$ cat config.mk
export PLATFORM = sky130hd
export DESIGN_NAME = cond_jump_port
export DESIGN_NICKNAME = d
export VERILOG_FILES = /design/src/rtl/cond_jump_port.sv
export SDC_FILE = /design/constraint.sdc
export NUM_CORES = 1
export LEC_CHECK = 0
export BUFFER_PORTS_ARGS = -buffer_cell sky130_fd_sc_hd__buf_4
export CAP_MARGIN = 30
export CORE_ASPECT_RATIO = 0.7
export CORE_MARGIN = 1.5
export CORE_UTILIZATION = 60
export DETAILED_ROUTE_END_ITERATION = 8
export PLACE_DENSITY = 0.79
export SETUP_SLACK_MARGIN = 0.4
export SLEW_MARGIN = 10
export SYNTH_ARGS = -nofsm -noshare
export SYNTH_HDL_FRONTEND = slang
export SYNTH_SLANG_ARGS = --single-unit
$ cat constraint.sdc
create_clock -name clk -period 3.66 [get_ports clk]
set_input_delay 0.732 -clock clk [delete_from_list [all_inputs] [get_ports clk]]
set_output_delay 0.732 -clock clk [all_outputs]
set_load 0.02 [all_outputs]
$ cat src/rtl/cond_jump_port.sv
module cond_jump_port #(
  parameter int          DW            = 8,
  parameter logic [7:0]  CMD           = 8'hC4,
  parameter int          SLAVE_FRAMES  = 3,
  parameter int          MASTER_FRAMES = 1
) (
  input  logic          clk,
  input  logic          por_n,
  input  logic          srst_n,
  input  logic          master_mode,
  input  logic          frm_inv,
  input  logic          sck,
  input  logic          sdi,
  input  logic          req_n,
  input  logic          frm,
  input  logic          jx,
  input  logic [DW:0]   prog_mask,
  input  logic          mask_we,
  output logic          rdy,
  output logic          jump,
  output logic [DW-1:0] code
);
  localparam int FW   = 2 * DW;
  localparam int BCW  = $clog2(FW + 1);
  localparam int SMAX = (SLAVE_FRAMES > MASTER_FRAMES) ? SLAVE_FRAMES : MASTER_FRAMES;
  localparam int SCW  = $clog2(SMAX + 1);

  logic [2:0] sck_q, frm_q, req_q;
  logic [1:0] sdi_q, jx_q;

  always_ff @(posedge clk or negedge por_n)
    if (!por_n) begin
      sck_q <= '0;
      frm_q <= '0;
      req_q <= '1;
      sdi_q <= '0;
      jx_q  <= '0;
    end else begin
      sck_q <= {sck_q[1:0], sck};
      frm_q <= {frm_q[1:0], frm};
      req_q <= {req_q[1:0], req_n};
      sdi_q <= {sdi_q[0], sdi};
      jx_q  <= {jx_q[0], jx};
    end

  wire sck_rise = sck_q[1] & ~sck_q[2];
  wire frm_rise = frm_q[1] & ~frm_q[2];
  wire frm_fall = ~frm_q[1] & frm_q[2];
  wire lead     = frm_inv ? frm_fall : frm_rise;
  wire trail    = frm_inv ? frm_rise : frm_fall;
  wire req_act  = ~req_q[1];

  logic [FW-1:0]  sh;
  logic [BCW-1:0] bcnt;
  logic [SCW-1:0] scnt;
  logic [DW-1:0]  pend;
  logic [DW:0]    mask;

  wire [SCW-1:0] target  = master_mode ? SCW'(MASTER_FRAMES) : SCW'(SLAVE_FRAMES);
  wire           settled = (scnt >= target);
  wire [FW-1:0]  word    = {sh[FW-2:0], sdi_q[1]};
  wire           last    = req_act && sck_rise && (bcnt == BCW'(FW - 1));
  wire           accept  = last && (word[FW-1:DW] == CMD) && rdy && settled;

  always_ff @(posedge clk or negedge por_n)
    if (!por_n) begin
      sh   <= '0;
      bcnt <= '0;
    end else if (!srst_n || !req_act) begin
      bcnt <= '0;
    end else if (sck_rise && bcnt < BCW'(FW)) begin
      sh   <= word;
      bcnt <= bcnt + 1'b1;
    end

  always_ff @(posedge clk or negedge por_n)
    if (!por_n)                  scnt <= '0;
    else if (!srst_n)            scnt <= '0;
    else if (trail && !settled)  scnt <= scnt + 1'b1;

  always_ff @(posedge clk or negedge por_n)
    if (!por_n) begin
      code <= '0;
      pend <= '0;
      rdy  <= 1'b1;
    end else if (!srst_n) begin
      rdy  <= 1'b1;
    end else if (!rdy && lead) begin
      code <= pend;
      rdy  <= 1'b1;
    end else if (accept) begin
      pend <= word[DW-1:0];
      rdy  <= 1'b0;
    end

  always_ff @(posedge clk or negedge por_n)
    if (!por_n)       mask <= '0;
    else if (mask_we) mask <= prog_mask;

  always_ff @(posedge clk or negedge por_n)
    if (!por_n) jump <= 1'b0;
    else        jump <= |({jx_q[1], code} & mask);

endmodule


# Word level (Yosys, flattened, before mapping)
# Cells that the tools add are included.
# W data, S select, Z words.
[word_totals]
elab_cells = 58
out_inout_bits = 10
regBits = 61
[classes]
eq_ne = 4
n_addsub = 2
order_cmp = 2
muxes = 10
n_reduce_logical = 17
bitwise_logic = 10
[op_table]
columns = ["cell", "n"]
rows = [
  ["$mux W5", 2],
  ["$and A9 B9 Y9", 1],
  ["$reduce_or A9 Y1", 1],
  ["$eq A8 B8 Y1 const B", 1],
  ["$logic_and A1 B1 Y1", 8],
  ["$mux W2", 3],
  ["$not A1 Y1", 6],
  ["$add A5 B1 Y5 const B", 1],
  ["$eq A5 B4 Y1 const B", 1],
  ["$lt A5 B5 Y1 const B", 1],
  ["$mux W1", 5],
  ["$reduce_and A2 Y1", 2],
  ["$and A1 B1 Y1", 3],
  ["$logic_not A1 Y1", 3],
  ["$ne A3 B1 Y1 const B", 1],
  ["$reduce_and A3 Y1", 1],
  ["$add A2 B1 Y2 const B", 1],
  ["$ge A2 B2 Y1", 1],
  ["$ne A2 B1 Y1 const B", 1],
  ["$reduce_bool A2 Y1", 1],
  ["$logic_or A1 B1 Y1", 1],
]

# Logic depth before layout (Yosys ltp)
# Gate-level depths: netlist of run 1.
[logic_depth]
word_depth = 10
mapped_depth = 6
ltp_nobuf = 6

# Worst setup path after synthesis of run 1
# OpenSTA, ideal clock, no wires.
[synth_timing]
path_type = "input to register"
startpoint = "input port srst_n"
endpoint = "register sh[10]"
setup_ps = 125
path_stages = 5
slack_ps = 1523
t_required_ps = 3535
n_path_buf = 1
arrival_ps = 2012
cell_sequence = "nand2b_1 > or3b_4 > nor2_2 > buf_4 > mux2_2"
[synth_via]
elab_chain_len = 4
[synth_rtl]
columns = ["item", "line", "source"]
rows = [
  ["start, declared", "9", "input logic srst_n,"],
  ["$logic_not A1 Y1", "n/a", ""],
  ["$logic_or A1 B1 Y1", "69", "end else if (!srst_n || !req_act) begin"],
  ["$not A1 Y1 (no line)", "n/a", ""],
  ["$reduce_and A2 Y1 (no line)", "n/a", ""],
  ["end signal, assigned", "72", "sh <= word;"],
  ["end, declared", "53", "logic [FW-1:0] sh;"],
]
# Every way passes these cells.
# A chain may end at the register's enable or synchronous reset.

# Worst setup path in the final report of run 1
[layout_timing]
startpoint = "input port srst_n"
endpoint = "register sh[0]"
# The elaborated chain is that of the path after synthesis.

==> results of run 1 <==
metrics by stage:
step	setup WS (ns)	hold WS [ns]	instances	total power, mW
floorplan	1.52	0.331	148	0.791
global placement	1.20	0.332	225	0.831
detailed placement	1.11	0.337	225	0.839
CTS	1.44	0.352	241	1.33
global route	1.34	0.359	241	1.38
finish	1.45	0.349	241	1.31
worst max-delay path, stage by stage:
cell	delay (ns)
buf_4	0.10
nand2b_1	0.14
or3b_4	0.45
nor2_2	0.57
mux2_2	0.41
logic make-up (layout without fill, tap and decap cells):
family                   Yosys count  count (layout)  synth area share
flip-flops                        61              61             0.655
adder cells (fa/ha/maj)            3               3            0.0161
XOR/XNOR                           5               5            0.0188
AO/OA/AOI/OAI                     10              10            0.0295
AND/OR/NAND/NOR                   24              24            0.0755
buffers and inverters              4              47           0.00804
multiplexers                      41              41             0.197
cells in the final DEF, fill, tap and decap left out, types with 2 or more instances in the layout:
master    count
mux2_2       40
xnor2_1       3
a21oi_1       3
xor2_1        2
and2_1        2
clkbuf_1      6
nor2_1        5
dfrtp_1      58
ha_1          3
clkbuf_8     10
buf_4        29
nor3b_1       2
dfstp_2       3
nand3_1       2
and3b_1       2
inv_1         2
routing by layer:
| metal | wire length, um | part of all wire | global-route usage |
|---|---|---|---|
| met1 | 1810 | 0.47 | 0.267 |
| met2 | 1810 | 0.48 | 0.313 |
| met3 | 139 | 0.037 | 0.0694 |
| met4 | 48 | 0.013 | 0.0753 |
| met5 | 0 | 0 | 0 |
area by class of cell:
class                           count  area share
Clock buffer                       16      0.0579
Inverter                            2     0.00271
Multi-Input combinational cell     83       0.285
Sequential cell                    61       0.553
Tap cell                           50      0.0226
Timing Repair Buffer               29      0.0787
report_power, final:
group / switching [mW] / internal (mW)
sequential: 0.0286 / 0.715
clock: 0.222 / 0.266
combinational: 0.0360 / 0.0471
total: 0.286 / 1.03
worst paths after layout:
kind	startpoint	slack, ns	cells past startpoint	endpoint
max	srst_n	1.45	5	sh[0]
min	sck_q[0]	0.35	0	sck_q[1]
max reg2reg	bcnt[0]	1.50	6	pend[1]
min reg2reg	sck_q[0]	0.35	0	sck_q[1]
max in group asynchronous	por_n	2.71	1	code[1]
min in group asynchronous	por_n	0.48	1	scnt[1]
state kept, by name (all words and copies together), names as in the netlist, 2 cells and up:
name and flops:
sh 15, scnt 2, jx_q 2, sck_q 3, pend 8, code 8
req_q 2, frm_q 3, mask 9, bcnt 5, sdi_q 2
==> out/metrics.cfg, run 1 <==
[run_status]
status=complete, no violations

[final_layout]
multi_input_area_um2=787
n_antenna_cell=0
nFillCells=223
final-seq-area_um2=1530
drive_gt1_frac=0.455
final_util=0.763
nets=209
syn_to_final_growth_pct=18.4
final_area_um2=2770

[sta]
fin_crit_sh=0.604
grt_setup_unrepaired=no
tightest_slew_ns=0.727
clock_skew_ns=0.00467
slew_viol_final=0
max_freq_ghz=0.452
finalSetupTns_ns=0
setup_viol_count_final=0
fin_crit_ns=2.21
finalHoldViolations=0
max-slew-margin-rel=0.515

[die]
die_height_um=55.2
core_region_area_um2=3630
num_rows=18
io_pins=30
dieWidth_um=77.6
start_util=0.644
die-area_um2=4280

[critical_path]
start_kind=input port
crit_fanout=15
cp-end-kind=flip-flop
worstSetupPathType=input port to flip-flop
cp.arrival_ns=2.41
crit_required_ns=3.86

[cts]
cts.sinks=61
root_buffer=clkbuf_8
cts_made_buffers=9
post_cts_resized=0
cts_setup_buffers=0
cts-htree-levels=3
clk_latency_ns=0.32
clockBufferDepth=2
path_clk_slew_ns=0.06
cts_hold_buf=0
tritoncts=yes

[yosys]
synth_cells=148
synth_fp_nets=171
ys_ff_latch=61
synthArstFlopShare=1.00
yosys.cell_count.top_type=dfrtp_1
synth.distinct_cells=34
syn-cell-area_um2=2340
yosys_most_used_dff=dfrtp_1
netlist.area_leader.share=0.621
yosys.area.top_type=dfrtp_1
synthTopCellsByCount=dfrtp_1, mux2_2, nor2_1
synth_edf_count=0
yosysWarnings=0
avgSynthCellArea_um2=15.8
ys_seq_area_frac=0.655
synth.area.top_cells=dfrtp_1, mux2_2, dfstp_2, ha_1, xnor2_1

[grt]
grt_use_total=0.203
grt_pass1_vias=1395
overflow=0
grt_max_degree=62
antenna_found_initial=0
grt_pass1_wl_mm=6.56

[drt]
vias_per_cell=5.38
vias=1297
firstDrtPassIters=4
drc=0
wl_per_cell_um=15.8
antenna_left=0
wl_mm=3.81
drt_iter0_drc=64

[place]
portBuffers=29
gp_congestion=0.831
hpwl_mm=2.69
placed_area_um2=2610

[flow_run]
max_cap_viol_count=0

[worst_hold_path]
hp-class=flip-flop to flip-flop

[pwr]
powerDensity_nw_per_um2=476
peakVddDrop_uv=395
p_leak_nw=1.34

No activity file was read; power rests on OpenSTA's default activity.
==> run 2, diff against run 1 <==
- CORE_UTILIZATION: 60 -> 56
- PLACE_DENSITY: 0.79 -> 0.75
- clock period: 3.66 -> 2.15 ns (I/O delays scaled with it)
==> out/metrics.cfg, run 2 (synthesis gave the netlist of run 1 again) <==
[run_status]
status=complete, no violations

[die]
die_height_um=57.0
start_util=0.588
io_pins=30
num_rows=19
die-area_um2=4570
dieWidth_um=80.2
core_region_area_um2=3970

[grt]
overflow=0
grt_max_degree=62
grt_pass1_vias=1414
antenna_found_initial=0
grt_pass1_wl_mm=6.96
grt_use_total=0.219

[sta]
finalSetupTns_ns=0
fin_crit_sh=0.846
grt_setup_unrepaired=yes
clock_skew_ns=0.00717
slew_viol_final=0
max-slew-margin-rel=0.511
fin_crit_ns=1.82
max_freq_ghz=0.550
setup_viol_count_final=0
finalHoldViolations=0
tightest_slew_ns=0.733

[critical_path]
cp.arrival_ns=2.03
cp_slowest_cell=or4b_4
cp-end-kind=flip-flop
worst-path-buf-inv=1
worstSetupPathType=flip-flop to flip-flop
crit_required_ns=2.36
cpPeakStageDelay_ns=0.56
cpLargestDelayFamily=simple AND/OR/NAND/NOR gates
start_kind=flip-flop
crit_chain=or4b_4 -> nor4_4 -> buf_6 -> mux2_4
crit_fanout=5
r2r_slack_ns=0.33

[final_layout]
nets=217
largest_register=sh
largest_reg_flops=15
final_cell_mix=dfrtp_1, buf_4, mux2_2, clkbuf_8, mux2_4
drive_gt1_frac=0.523
top_regs=sh: 15 flops, mask: 9 flops
n_antenna_cell=0
fin_cells=251
syn_to_final_growth_pct=24.8
layout_commonest_cell=dfrtp_1

[flow_run]
max_cap_viol_count=0

[place]
gp_congestion=0.811
hpwl_mm=2.78
portBuffers=29
dp_cells=229

[cts]
clk_latency_ns=0.33
cts.sinks=61
tritoncts=yes
cts_hold_buf=0
path_clk_slew_ns=0.06
clockBufferDepth=2
root_buffer=clkbuf_8
cts-htree-levels=3
cts_made_buffers=9

[drt]
wl_per_cell_um=16.7
drc=0
wl_mm=4.18
vias=1332
vias_per_cell=5.31
antenna_left=0
firstDrtPassIters=4
drt_iter0_drc=54

[pwr]
switching_share=0.229
p_leak_nw=1.42
peakVddDrop_uv=651
seq_power_share=0.550
p_clk_frac=0.384
p_comb_frac=0.065
internal-power_mw=1.78
p_sw_mw=0.528
powerDensity_nw_per_um2=791

[worst_hold_path]
hp-class=input port to asynchronous set/reset pin

==> run 2: cell count changes in the layout (fill, tap and decap cells not counted), moves of 2 or more <==
cell / before / now
clkbuf_1: 6 / 1
mux2_4: 0 / 8
mux2_2: 40 / 32
a21oi_2: 0 / 2
clkinv_2: 0 / 3
buf_4: 29 / 35
a21oi_1: 3 / 1
==> run 2: area by class of cell <==
cell class | count | area [um2]
repair buffers | 37 | 294
flip-flops and latches | 61 | 1530
inverters | 2 | 7.51
well taps | 52 | 65.1
fillers | 263 | 1050
multi-input cells | 83 | 841
clock buffers | 12 | 155
clock inverters | 4 | 22.5
==> run 2: timing repair <==
action / 4_1_cts / 5_1_grt
pin swaps: 4 / 0
endpoints found under the setup margin: 23 / 12
gates resized for setup: 13 / 2
buffers inserted: 5 / 0
endpoints found under the hold margin: 0 / 0
cloned: 1 / 0
==> run 2: stage by stage <==
step	hold slack [ns]	total power, mW	util	cell area (um2)	worst slack, ns
after floorplan	0.134	1.35	-	2340	0.262
after global placement	0.334	1.42	0.662	2630	0.193
after detailed placement	0.337	1.43	0.662	2630	0.125
after CTS	0.180	2.34	0.732	2910	0.322
after global routing	0.180	2.41	0.734	2920	0.262
final	0.156	2.31	0.734	2920	0.330
==> run 2: final timing paths <==
kind,startpoint,endpoint,cells after the start
worst max-delay path,sh[10],pend[2],4
worst min-delay path,por_n,mask[2],1
worst max register to register,sh[10],pend[2],4
worst min register to register,sdi_q[0],sdi_q[1],0
max in group asynchronous,por_n,sh[5],1
min in group clk,jx,jx_q[0],1
==> run 2: layer usage <==
metal	vias to the layer above	track usage	share of wire
li1	625	-	-
met1	678	0.284	0.46
met2	27	0.313	0.48
met3	2	0.101	0.050
met4	0	0.111	0.0074
met5	-	0	0
==> run 2: power groups by stage <==
stage	sequential (mW)	clock [mW]	combinational [mW]
3_5_place_dp	1.29	0	0.145
3_3_place_gp	1.28	0	0.135
4_1_cts	1.27	0.916	0.153
5_1_grt	1.28	0.967	0.168
6_report	1.27	0.887	0.151
2_1_floorplan	1.27	0	0.0799
